**config.mk**
```make
export PLATFORM = sky130hd
export DESIGN_NAME = fwh_read_target
export DESIGN_NICKNAME = d
export VERILOG_FILES = /design/src/rtl/fwh_pkg.sv /design/src/rtl/fwh_seq.sv /design/src/rtl/fwh_addr_collect.sv /design/src/rtl/fwh_rsp_drive.sv /design/src/rtl/fwh_read_target.sv
export SDC_FILE = /design/constraint.sdc
export NUM_CORES = 1
export LEC_CHECK = 0
export CAP_MARGIN = 25
export CORE_MARGIN = 3
export CORE_UTILIZATION = 52
export DETAILED_ROUTE_END_ITERATION = 12
export PLACE_DENSITY = 0.8
export SLEW_MARGIN = 5
export SYNTH_ARGS = -nofsm -noshare
export SYNTH_HDL_FRONTEND = slang
export SYNTH_HIERARCHICAL = 1
export SYNTH_SLANG_ARGS = --single-unit
```
**constraint.sdc**
```tcl
create_clock -name clk_i -period 4.3 [get_ports clk_i]
set_clock_uncertainty 0.15 [all_clocks]
set_input_delay 0.43 -clock clk_i [delete_from_list [all_inputs] [get_ports clk_i]]
set_output_delay 0.43 -clock clk_i [all_outputs]
set_load 0.03 [all_outputs]
```
**src/rtl/fwh_pkg.sv**
```systemverilog
package fwh_pkg;
  typedef enum logic [3:0] {
    S_IDLE, S_START, S_ADDR, S_SIZE, S_TAR0,
    S_TAR1, S_SYNC, S_DLO, S_DHI, S_TARE
  } fwh_state_e;

  localparam logic [3:0] START_MEM_RD = 4'hD;
  localparam logic [3:0] SIZE_ONE     = 4'h0;
  localparam logic [3:0] NIB_ONES     = 4'hF;
  localparam logic [3:0] SYNC_READY   = 4'h0;
endpackage

```
**src/rtl/fwh_seq.sv**
```systemverilog
module fwh_seq
  import fwh_pkg::*;
#(
  parameter int NIBBLES = 7
) (
  input  logic       clk_i,
  input  logic       rst_ni,
  input  logic       frame_ni,
  input  logic [3:0] lad_i,
  input  logic [3:0] id_strap_i,
  output fwh_state_e state_o,
  output logic       shift_o,
  output logic       mem_re_o
);
  localparam int CW = (NIBBLES > 1) ? $clog2(NIBBLES) : 1;
  localparam logic [CW-1:0] LAST_NIB = CW'(NIBBLES - 1);

  fwh_state_e state_q, state_d;
  logic [CW-1:0] cnt_q;
  logic          re_q;

  always_comb begin
    state_d = state_q;
    if (!frame_ni) begin
      // last low-frame nibble decides; earlier ones are overwritten
      state_d = (lad_i == START_MEM_RD) ? S_START : S_IDLE;
    end else begin
      unique case (state_q)
        S_IDLE:  state_d = S_IDLE;
        S_START: state_d = (lad_i == id_strap_i) ? S_ADDR : S_IDLE;
        S_ADDR:  state_d = (cnt_q == LAST_NIB) ? S_SIZE : S_ADDR;
        S_SIZE:  state_d = (lad_i == SIZE_ONE) ? S_TAR0 : S_IDLE;
        S_TAR0:  state_d = S_TAR1;
        S_TAR1:  state_d = S_SYNC;
        S_SYNC:  state_d = S_DLO;
        S_DLO:   state_d = S_DHI;
        S_DHI:   state_d = S_TARE;
        S_TARE:  state_d = S_IDLE;
        default: state_d = S_IDLE;
      endcase
    end
  end

  always_ff @(posedge clk_i or negedge rst_ni) begin
    if (!rst_ni) begin
      state_q <= S_IDLE;
      cnt_q   <= '0;
      re_q    <= 1'b0;
    end else begin
      state_q <= state_d;
      re_q    <= frame_ni && (state_q == S_SIZE) && (lad_i == SIZE_ONE);
      if (frame_ni && state_q == S_ADDR) cnt_q <= cnt_q + 1'b1;
      else                               cnt_q <= '0;
    end
  end

  assign state_o  = state_q;
  assign shift_o  = frame_ni && (state_q == S_ADDR);
  assign mem_re_o = re_q;

  p_re_pulse_r12: assert property (@(posedge clk_i) disable iff (!rst_ni)
    mem_re_o |=> !mem_re_o);

  p_start_last_low_r2: assert property (@(posedge clk_i) disable iff (!rst_ni)
    (state_q == S_START) |-> $past(!frame_ni));

  p_size_after_addr_r4: assert property (@(posedge clk_i) disable iff (!rst_ni)
    (state_q == S_SIZE) |-> ($past(state_q) == S_ADDR && $past(cnt_q) == LAST_NIB));

  p_abort_restart_r10: assert property (@(posedge clk_i) disable iff (!rst_ni)
    !frame_ni |=> (state_q == S_START || state_q == S_IDLE));
endmodule

```
**src/rtl/fwh_addr_collect.sv**
```systemverilog
module fwh_addr_collect #(
  parameter int ADDR_W = 19
) (
  input  logic              clk_i,
  input  logic              rst_ni,
  input  logic              shift_i,
  input  logic [3:0]        lad_i,
  output logic [ADDR_W-1:0] addr_o
);
  logic [ADDR_W-1:0] addr_q;

  generate
    if (ADDR_W > 4) begin : g_wide
      always_ff @(posedge clk_i or negedge rst_ni) begin
        if (!rst_ni)      addr_q <= '0;
        else if (shift_i) addr_q <= {addr_q[ADDR_W-5:0], lad_i};
      end
    end else begin : g_narrow
      always_ff @(posedge clk_i or negedge rst_ni) begin
        if (!rst_ni)      addr_q <= '0;
        else if (shift_i) addr_q <= lad_i[ADDR_W-1:0];
      end
    end
  endgenerate

  assign addr_o = addr_q;

  p_hold_r4: assert property (@(posedge clk_i) disable iff (!rst_ni)
    !shift_i |=> $stable(addr_o));
endmodule

```
**src/rtl/fwh_rsp_drive.sv**
```systemverilog
module fwh_rsp_drive
  import fwh_pkg::*;
(
  input  logic       clk_i,
  input  logic       rst_ni,
  input  logic       frame_ni,
  input  fwh_state_e state_i,
  input  logic [7:0] mem_rdata_i,
  output logic [3:0] lad_o,
  output logic       lad_oe_o
);
  logic [7:0] data_q;
  logic [3:0] lad_q;
  logic       oe_q;

  always_ff @(posedge clk_i or negedge rst_ni) begin
    if (!rst_ni) begin
      data_q <= '0;
      lad_q  <= NIB_ONES;
      oe_q   <= 1'b0;
    end else if (!frame_ni) begin
      lad_q <= NIB_ONES;
      oe_q  <= 1'b0;
    end else begin
      unique case (state_i)
        S_TAR0: begin
          oe_q  <= 1'b1;
          lad_q <= NIB_ONES;
        end
        S_TAR1: begin
          data_q <= mem_rdata_i;
          lad_q  <= SYNC_READY;
        end
        S_SYNC: lad_q <= data_q[3:0];
        S_DLO:  lad_q <= data_q[7:4];
        S_DHI:  lad_q <= NIB_ONES;
        S_TARE: begin
          oe_q  <= 1'b0;
          lad_q <= NIB_ONES;
        end
        default: oe_q <= 1'b0;
      endcase
    end
  end

  assign lad_o    = lad_q;
  assign lad_oe_o = oe_q;

  p_abort_release_r10: assert property (@(posedge clk_i) disable iff (!rst_ni)
    !frame_ni |=> !lad_oe_o);

  p_oe_rise_ones_r6: assert property (@(posedge clk_i) disable iff (!rst_ni)
    $rose(lad_oe_o) |-> (lad_o == NIB_ONES));

  p_sync_after_tar_r7: assert property (@(posedge clk_i) disable iff (!rst_ni)
    (lad_oe_o && $past(lad_oe_o) && !$past(lad_oe_o, 2)) |-> (lad_o == SYNC_READY));
endmodule

```
**src/rtl/fwh_read_target.sv**
```systemverilog
module fwh_read_target
  import fwh_pkg::*;
#(
  parameter int ADDR_W  = 19,
  parameter int NIBBLES = 7
) (
  input  logic              clk_i,
  input  logic              rst_ni,
  input  logic              frame_ni,
  input  logic [3:0]        lad_i,
  input  logic [3:0]        id_strap_i,
  output logic [3:0]        lad_o,
  output logic              lad_oe_o,
  output logic              mem_re_o,
  output logic [ADDR_W-1:0] mem_addr_o,
  input  logic [7:0]        mem_rdata_i
);
  fwh_state_e state;
  logic       shift;

  fwh_seq #(.NIBBLES(NIBBLES)) u_seq (
    .clk_i      (clk_i),
    .rst_ni     (rst_ni),
    .frame_ni   (frame_ni),
    .lad_i      (lad_i),
    .id_strap_i (id_strap_i),
    .state_o    (state),
    .shift_o    (shift),
    .mem_re_o   (mem_re_o)
  );

  fwh_addr_collect #(.ADDR_W(ADDR_W)) u_addr (
    .clk_i   (clk_i),
    .rst_ni  (rst_ni),
    .shift_i (shift),
    .lad_i   (lad_i),
    .addr_o  (mem_addr_o)
  );

  fwh_rsp_drive u_drv (
    .clk_i       (clk_i),
    .rst_ni      (rst_ni),
    .frame_ni    (frame_ni),
    .state_i     (state),
    .mem_rdata_i (mem_rdata_i),
    .lad_o       (lad_o),
    .lad_oe_o    (lad_oe_o)
  );

  p_drive_after_read_r5: assert property (@(posedge clk_i) disable iff (!rst_ni)
    $rose(lad_oe_o) |-> $past(mem_re_o));

  p_addr_stable_read_r12: assert property (@(posedge clk_i) disable iff (!rst_ni)
    mem_re_o |-> $stable(mem_addr_o));
endmodule

```
* Word level (Yosys, flattened, before mapping)
Cells that the tools add are included.
** Word-level totals
- Flip-flop bits (word level) :: 40
- Output and inout bits :: 25
- Word-level logic and storage cells :: 40
** Cells by class
- Add/sub/neg operators :: 1
- Equality and inequality tests :: 14
- Multiplexer cells :: 11
- Reductions and logical operators :: 7
** Operator list (number)
- case mux 4 bit (8 select lines) :: 1
- == test 4 x 3 -> 1 bit (second input constant) :: 4
- case mux 4 bit (4 select lines) :: 1
- == test 4 bit (second input constant) :: 3
- == test 4 x 2 -> 1 bit (second input constant) :: 2
- 2-to-1 mux 4 bit :: 2
- 2-to-1 mux 3 bit :: 2
- != test 5 x 2 -> 1 bit (second input constant) :: 1
- == test 4 x 1 -> 1 bit (second input constant) :: 1
- == test 4 bit :: 1
- zero test 4 bit :: 1
- OR reduction 4 bit :: 1
- adder 3 x 1 -> 3 bit (second input constant) :: 1
- == test 3 bit (second input constant) :: 1
- logical AND 1 bit :: 3
- 2-to-1 mux 1 bit :: 3
- OR reduction 3 bit :: 1
- 2-to-1 mux 2 bit :: 1
- != test 2 bit (second input constant) :: 1
- case mux 1 bit (2 select lines) :: 1
- AND reduction 2 bit :: 1

* Longest topological paths before layout
Gate-level depths: netlist of the first run.
- Depth in word-level cells :: 4
- Depth in mapped cells :: 6
- Gate-level depth less buffers :: 5

* Cells and area by module
The synthesis of the first run kept the hierarchy.
** By module, submodules not included
- fwh_addr_collect :: instances 1, cells an instance 40, area an instance 758.2 um^2, seq. area each 475.5 um^2
- fwh_rsp_drive :: instances 1, cells an instance 40, area an instance 596.8 um^2, seq. area each 330.3 um^2
- fwh_seq :: instances 1, cells an instance 43, area an instance 447.9 um^2, seq. area each 200.2 um^2

* Worst setup path after synthesis of the first run
OpenSTA, ideal clock, no wires.
- Kind :: flip-flop to flip-flop
- Start :: register u_seq.state_q[3] (netlist: u_seq/state_o[3])
- End :: register u_addr.addr_q[10] (netlist: u_addr/addr_o[10])
- Data arrival time :: 1.628 ns
- Path slack :: 2.397 ns
- Stages on the path, launching flop included :: 7
- Period minus slack after synthesis :: 1.903 ns
- Cells stage by stage :: dfrtp_1 > nand2b_2 > or3_4 > inv_1 > buf_6 > buf_12 > mux2_4
** On the way
- Word-level cells in the longest chain between the ends :: 2
** Ends and longest elaborated chain
- start, declared :: line fwh_seq.sv:18 : fwh_state_e state_q, state_d;
- start signal, assigned :: line fwh_seq.sv:50 : state_q <= state_d;
- == test 4 x 2 -> 1 bit :: line fwh_seq.sv:58 : assign shift_o = frame_ni && (state_q == S_ADDR);
- logical AND 1 bit :: line fwh_seq.sv:58
- named net shift :: line fwh_read_target.sv:19 : logic shift;
- end signal, assigned :: line fwh_addr_collect.sv:16 : else if (shift_i) addr_q <= {addr_q[ADDR_W-5:0], lad_i};
- end, declared :: line fwh_addr_collect.sv:10 : logic [ADDR_W-1:0] addr_q;
The timed path passes the listed nets, and every way through them passes these cells.
A chain may end at the register's enable or synchronous reset.

* Worst setup path in the final report of the first run
- Start :: input frame_ni
- End :: register u_addr.addr_q[18] (netlist: u_addr/addr_o[18])
** On the way
- Word-level cells in the longest chain between the ends :: 1
** Ends and longest elaborated chain
- start, declared :: line fwh_read_target.sv:9 : input logic frame_ni,
- logical AND 1 bit :: line fwh_seq.sv:58
- named net shift :: line fwh_read_target.sv:19
The timed path passes the listed nets, and every way through them passes these cells.

==> run_results.csv, run 1 <==
group,metric,value,unit
outcome,status,"finished, final reports clean",
die,die-height,64.9,µm
drt,met3_length,173,µm
logic_synthesis,synth.ff_latch_count,40,
logic_synthesis,async_reset_ff_frac,1.00,
die,floorplan.die_area,4210,µm²
placement,dp_hpwl,2670,µm
drt,route.detailed.wl_per_inst,17.2,µm
die,io-pin-count,44,
global_routing,antenna_violations_before_repair,0,
worst_setup_path,r2r_slack,1.78,ns
cells_and_area,drive_gt1_frac,0.292,
worst_setup_path,timing.critical_path.fanout_max,19,
sta,worst-slew-pin-transition,0.867,ns
logic_synthesis,syn-mean-instance-area,14.7,µm²
worst_setup_path,worstSetupStartpointType,"input port",
min_path,hp-class,"in -> async",
pwr,cell_internal_power,0.537,mW
drt,viasPerCell,5.44,
cells_and_area,num-fill-cells,227,
clock_network,worst_setup_hold_path_clk_slew,0.12,ns
drt,antenna_violating_nets_post_route,0,
worst_setup_path,worstSetupStartpoint,"frame_ni",
sta,hold_ws,0.0360,ns
global_routing,grt_max_degree,41,
pwr,power_density,318,nW/µm²
clock_network,cts-buffers-inserted,5,
worst_setup_path,crit_path_end,"u_addr/addr_o[18]",
worst_setup_path,arrival,2.73,ns
placement,gp_routability_congestion,0.722,
sta,setup_repair_after_global_routing_missed_its_margin,"false",
sta,min_period,2.65,ns
worst_setup_path,worst-setup-path-type,"in -> reg",
logic_synthesis,syn_area,1800,µm²
logic_synthesis,postSynthCellCount,123,
sta,period_share,0.616,
pwr,clock_share_of_power,0.275,
clock_network,cts.sink_count,40,
pwr,total_switching_power,0.197,mW
cells_and_area,net_count_reported_at_finish,191,
global_routing,grt_remaining_overflow,0,
die,initial_utilization,0.567,
cells_and_area,antennaDiodeCount,0,
die,fp.dieW,64.9,µm
worst_setup_path,worst_ep_required_time,4.38,ns
clock_network,cts.hold.buffers_added,0,
run,cap_violations,0,
sta,timing_max_transition_violations_final,0,
drt,m1WireLength,1560,µm
drt,detail_route.drc_violations,0,
sta,timing.slew.headroom,0.422,
sta,final-hold-violation-count,0,
logic_synthesis,synth-seq-area-share,0.558,
pwr,ir_worst_vdd,203,µV
cells_and_area,synthesis_to_layout_area_growth,28.1,%
sta,maxClockFrequency,377,MHz
pwr,p_leak,1.03,nW
pwr,seq_power_share,0.561,
clock_network,cts_repair_resize_count,0,
global_routing,grt_usage,0.195,
pwr,power.share.switching,0.269,
pwr,comb_power_share,0.165,
worst_setup_path,worstRegToRegCells,4,
worst_setup_path,critPathCaptureType,"flop",
die,core-area,3180,µm²
drt,detail_route.iter0.violations,48,
clock_network,deepest_level_of_the_cts_h_tree,2,
clock_network,tritoncts,"built",
drt,wirelength,3690,µm
worst_setup_path,regToRegEndpoint,"u_addr/addr_o[18]",
sta,setup_viol_count_final,0,
die,floorplan.rows,20,
placement,port-buffer-count,43,
logic_synthesis,synth-main-ff-cell,"dfrtp_1",
pwr,power,0.734,mW
drt,route.top_layer_used,"met4",
global_routing,wire_length_of_the_first_global_routing_pass,6210,µm
sta,fin_tns_setup,0,ns
logic_synthesis,synth.lib_cells_used.distinct,36,
clock_network,post_cts.repair.setup_buffers,0,
drt,route.vias.total,1169,
clock_network,ctsLongestPathBuffers,2,
logic_synthesis,number_of_warning_messages_in_the_yosys_log,6,
drt,wl_met2,1910,µm
clock_network,insertion_delay,0.34,ns
logic_synthesis,synth_enable_flop_cells,0,
clock_network,clockRootBuffer,"clkbuf_4",
logic_synthesis,synth_fp_nets,144,
global_routing,vias_in_the_first_global_route,1337,
worst_setup_path,worst_reg2reg_path_startpoint,"u_seq/state_o[0]",
drt,drt_pre_antenna_iters,4,
[worst min path at each step]
stage / slack [ns] / start / depth (start not counted) / end
global route: 0.08 / rst_ni / 1 / u_drv/data_q[2]
detailed placement: 0.30 / u_seq/cnt_q[0] / 1 / u_seq/cnt_q[0]
finish: 0.04 / rst_ni / 1 / u_drv/data_q[3]
floorplan: -0.02 / rst_ni / 0 / u_addr/addr_o[0]
global placement: 0.29 / u_seq/cnt_q[0] / 1 / u_seq/cnt_q[0]
CTS: 0.06 / rst_ni / 1 / u_drv/data_q[3]
[cell families (layout without fill, tap and decap cells)]
kind of cell               count (synthesis)  in the layout  share of synthesized area
DFF                                       40             40                      0.558
muxes                                     31             31                      0.214
and+or+nand+nor                           24             24                     0.0937
AOI/OAI and AO/OA                         13             13                     0.0625
buffers and inverters                      7             55                     0.0284
xor gates and xnor gates                   6              6                     0.0291
adders and majority gates                  2              2                     0.0139
[layout make-up]
cell class                      count  area [µm²]  area share
Multi-Input combinational cell     76         746       0.323
Inverter                            4        15.0     0.00650
Sequential cell                    40        1010       0.436
Timing Repair Buffer               43         425       0.184
Clock buffer                        7        55.1      0.0238
Tap cell                           44        55.1      0.0238
Clock inverter                      1        7.51     0.00325
[through the flow]
stage	std cells	util	cell area (µm²)	setup slack, ns
2_1_floorplan	123	-	1800	2.40
3_3_place_gp	207	0.707	2250	1.39
3_5_place_dp	207	0.707	2250	1.29
4_1_cts	215	0.727	2310	1.67
5_1_grt	215	0.727	2310	1.52
6_report	215	0.727	2310	1.65
[worst max-delay path, cell delays in order]
cell	delay, ns
clkdlybuf4s50_1	0.70
nand2b_2	0.14
or3_4	0.41
inv_1	0.63
mux2_2	0.42
[metal layers]
layer  global-route usage  up-vias
met3               0.0503        5
met2                0.341       33
met5                    0        -
met4               0.0712        0
met1                0.229      587
li1                     -      544
[power groups by stage]
stage,clock network [mW],logic [mW],registers [mW]
after floorplan,0,0.0307,0.445
after global placement,0,0.118,0.419
after detailed placement,0,0.122,0.420
after CTS,0.205,0.122,0.412
after global routing,0.224,0.128,0.415
final,0.202,0.121,0.412
[synth_stat cells, types with 2 or more instances]
| cell type | instances | area share |
|---|---|---|
| inv_1 | 4 | 0.0083 |
| mux2_2 | 21 | 0.13 |
| xnor2_1 | 6 | 0.029 |
| nor3_1 | 2 | 0.0056 |
| dfrtp_1 | 36 | 0.50 |
| a221o_1 | 4 | 0.022 |
| nor2_2 | 2 | 0.0069 |
| nor2_1 | 2 | 0.0042 |
| and2_1 | 2 | 0.0069 |
| nand4_1 | 2 | 0.0069 |
| dfstp_2 | 4 | 0.058 |
| nand2_1 | 3 | 0.0062 |
| mux2_4 | 10 | 0.083 |
| ha_1 | 2 | 0.014 |
| or3b_1 | 2 | 0.0097 |
[cell usage in the layout, fill, tap and decap left out]
| cell | n |
|---|---|
| a21boi_0 | 1 |
| a21oi_1 | 1 |
| nand4_1 | 2 |
| mux2_2 | 21 |
| clkdlybuf4s50_1 | 42 |
| and2b_1 | 1 |
| or3_4 | 1 |
| xnor2_1 | 6 |
| a211oi_2 | 1 |
| o21ai_0 | 1 |
| dfrtp_1 | 36 |
| nor3_1 | 2 |
| mux2_4 | 10 |
| nor2_2 | 2 |
| nor2_1 | 2 |
| inv_1 | 4 |
| clkbuf_1 | 1 |
| a31oi_1 | 1 |
| clkbuf_8 | 1 |
| nand3_1 | 1 |
| clkbuf_4 | 5 |
| a41oi_1 | 1 |
| or4b_1 | 1 |
| dfstp_2 | 4 |
| nand2_1 | 3 |
| a221o_1 | 4 |
| nand2b_2 | 1 |
| o32ai_1 | 1 |
| and2_1 | 2 |
| nor4b_1 | 1 |
| buf_2 | 1 |
| or3b_1 | 2 |
| and3b_4 | 1 |
| a311oi_1 | 1 |
| ha_1 | 2 |
| nand2b_1 | 1 |
| clkinvlp_4 | 1 |
| o211a_1 | 1 |
| nand4b_2 | 1 |
[registers in the layout, summed over array words and instances (netlist names)]
signal	cells
u_addr/addr_o	19
u_drv/data_q	8
u_drv/lad_o	4
u_seq/state_o	4
u_seq/cnt_q	3
u_drv/lad_oe_o	1
u_seq/mem_re_o	1
Note: power is estimated with default switching activity, not from simulation.
==> inputs of run 2 (changes only) <==
--- a/config.mk
+++ b/config.mk
@@ -7,9 +7,9 @@
 export LEC_CHECK = 0
 export CAP_MARGIN = 25
 export CORE_MARGIN = 3
-export CORE_UTILIZATION = 52
+export CORE_UTILIZATION = 44
 export DETAILED_ROUTE_END_ITERATION = 12
-export PLACE_DENSITY = 0.8
+export PLACE_DENSITY = 0.72
 export SLEW_MARGIN = 5
 export SYNTH_ARGS = -nofsm -noshare
 export SYNTH_HDL_FRONTEND = slang
==> constraint.sdc (replaced) <==
create_clock -name clk_i -period 2.19 [get_ports clk_i]
set_clock_uncertainty 0.15 [all_clocks]
set_input_delay 0.219 -clock clk_i [delete_from_list [all_inputs] [get_ports clk_i]]
set_output_delay 0.219 -clock clk_i [all_outputs]
set_load 0.03 [all_outputs]
==> run 2 against run 1 <==
Effect of this change: worst hold slack better by 0.28 ns; clock power up 150%; clock-buffer cell count unchanged; total power up 110%; die area up 16%; worst setup slack worse by 1.3 ns; first-iteration DRC count up 15%; critical endpoint is now u_addr/addr_o[1]; highest routed layer unchanged.
==> run_results.csv, run 2 (synthesis gave the netlist of run 1 again) <==
group,metric,value,unit
drt,route.vias.total,1181,
min_path,hp-class,"reg -> reg",
drt,route.top_layer_used,"met4",
drt,detail_route.drc_violations,0,
sta,timing.slew.headroom,0.423,
clock_network,worst_setup_hold_path_clk_slew,0.07,ns
sta,timing_max_transition_violations_final,0,
die,floorplan.rows,22,
sta,maxClockFrequency,533,MHz
clock_network,insertion_delay,0.29,ns
worst_setup_path,worst_ep_required_time,2.21,ns
worst_setup_path,worst-setup-path-type,"reg -> reg",
placement,place.detailed.instances,216,
placement,detailed_place.area,2300,µm²
run,cap_violations,0,
drt,detail_route.iter0.violations,55,
placement,dp_worst_slack,0.0726,ns
drt,antenna_violating_nets_post_route,0,
die,io-pin-count,44,
global_routing,vias_in_the_first_global_route,1249,
worst_setup_path,crit_path_top_delay_cell,"or3_4",
cells_and_area,synthesis_to_layout_area_growth,33.4,%
global_routing,grt_remaining_overflow,0,
clock_network,tritoncts,"built",
drt,m1WireLength,1570,µm
sta,worst-slew-pin-transition,0.865,ns
worst_setup_path,timing.critical_path.fanout_max,19,
drt,wirelength,3540,µm
global_routing,grt_usage,0.155,
worst_setup_path,path_cells,"nand2b_2 -> or3_4 -> inv_1 -> buf_12 -> mux2_2",
global_routing,wire_length_of_the_first_global_routing_pass,6040,µm
clock_network,deepest_level_of_the_cts_h_tree,2,
pwr,ir_worst_vdd,331,µV
clock_network,post_cts.repair.setup_buffers,0,
cells_and_area,final_design_area_no_fill,2410,µm²
cells_and_area,layout_commonest_cell,"clkdlybuf4s50_1",
die,floorplan.die_area,4900,µm²
sta,setup_repair_after_global_routing_missed_its_margin,"false",
cells_and_area,num-fill-cells,290,
placement,gp_routability_congestion,0.758,
placement,port-buffer-count,43,
cells_and_area,drive_gt1_frac,0.311,
global_routing,antenna_violations_before_repair,0,
outcome,status,"finished, final reports clean",
clock_network,clockRootBuffer,"clkbuf_8",
drt,route.detailed.wl_per_inst,15.7,µm
clock_network,ctsLongestPathBuffers,2,
sta,period_share,0.856,
die,core-area,3800,µm²
global_routing,grt_max_degree,41,
drt,viasPerCell,5.25,
cells_and_area,net_count_reported_at_finish,197,
worst_setup_path,worstSetupStartpointType,"flop",
pwr,power_density,643,nW/µm²
sta,min_period,1.88,ns
die,die-height,70.0,µm
drt,drt_pre_antenna_iters,4,
sta,final-hold-violation-count,0,
clock_network,cts-buffers-inserted,5,
worst_setup_path,critical-path-max-stage-delay,0.40,ns
die,initial_utilization,0.475,
cells_and_area,antennaDiodeCount,0,
cells_and_area,mostFrequentLayoutCells,"clkdlybuf4s50_1, dfrtp_1, mux2_2",
cells_and_area,largest_reg_flops,19,
sta,fin_tns_setup,0,ns
worst_setup_path,critPathCaptureType,"flop",
placement,dp_hpwl,2610,µm
sta,worst_slack,0.315,ns
sta,setup_viol_count_final,0,
drt,wl_met2,1740,µm
cells_and_area,finish.cell_count_without_fillers,225,
clock_network,cts.sink_count,40,
worst_setup_path,arrival,1.90,ns
pwr,p_leak,1.07,nW
die,fp.dieW,70.0,µm
pwr,power,1.55,mW
drt,met3_length,219,µm
run 2: what timing repair did:
| item | in CTS | in global routing |
|---|---|---|
| hold buffers | 1 | 0 |
| hold endpoints to repair | 36 | 0 |
| gates resized for setup | 0 | 0 |
run 2: power breakdown:
group	switching [mW]	leakage (nW)	internal, mW
clock	0.242	0.0445	0.256
combinational	0.122	0.493	0.123
sequential	0.0258	0.536	0.779
run 2: through the flow:
stage	hold slack [ns]	util
6_report	0.313	0.633
5_1_grt	0.348	0.633
4_1_cts	0.317	0.633
2_1_floorplan	-0.227	-
3_3_place_gp	0.214	0.606
3_5_place_dp	0.236	0.606
run 2: final timing paths:
check | startpoint | cells after the start | slack, ns | to
max | u_seq/state_o[3] | 5 | 0.31 | u_addr/addr_o[1]
min | u_seq/cnt_q[0] | 1 | 0.31 | u_seq/cnt_q[0]
max reg2reg | u_seq/state_o[3] | 5 | 0.31 | u_addr/addr_o[1]
min reg2reg | u_seq/cnt_q[0] | 1 | 0.31 | u_seq/cnt_q[0]
max in group asynchronous | rst_ni | 2 | 0.91 | u_drv/data_q[6]
min in group asynchronous | rst_ni | 2 | 0.44 | u_addr/addr_o[3]
run 2: routing by layer:
layer | vias to the layer above | global-route usage
met5 | - | 0
met4 | 0 | 0.0447
met3 | 2 | 0.0604
met2 | 40 | 0.244
met1 | 581 | 0.199
li1 | 558 | -
run 2: area by class of cell:
type	instances	area [µm²]	area share
clock inverter	1	7.51	0.00312
timing repair buffer	49	485	0.202
tap	48	60.1	0.0250
multi-input combinational	76	746	0.310
sequential	40	1010	0.418
clock buffer	7	86.3	0.0359
inverter	4	15.0	0.00624
run 2: critical path, delay by kind of cell, from the launching register on:
kind,cells,cell delay [ns]
buffers and inverters,2,0.29
flip-flops,1,0.37
multiplexers,1,0.34
AND/OR/NAND/NOR,2,0.60
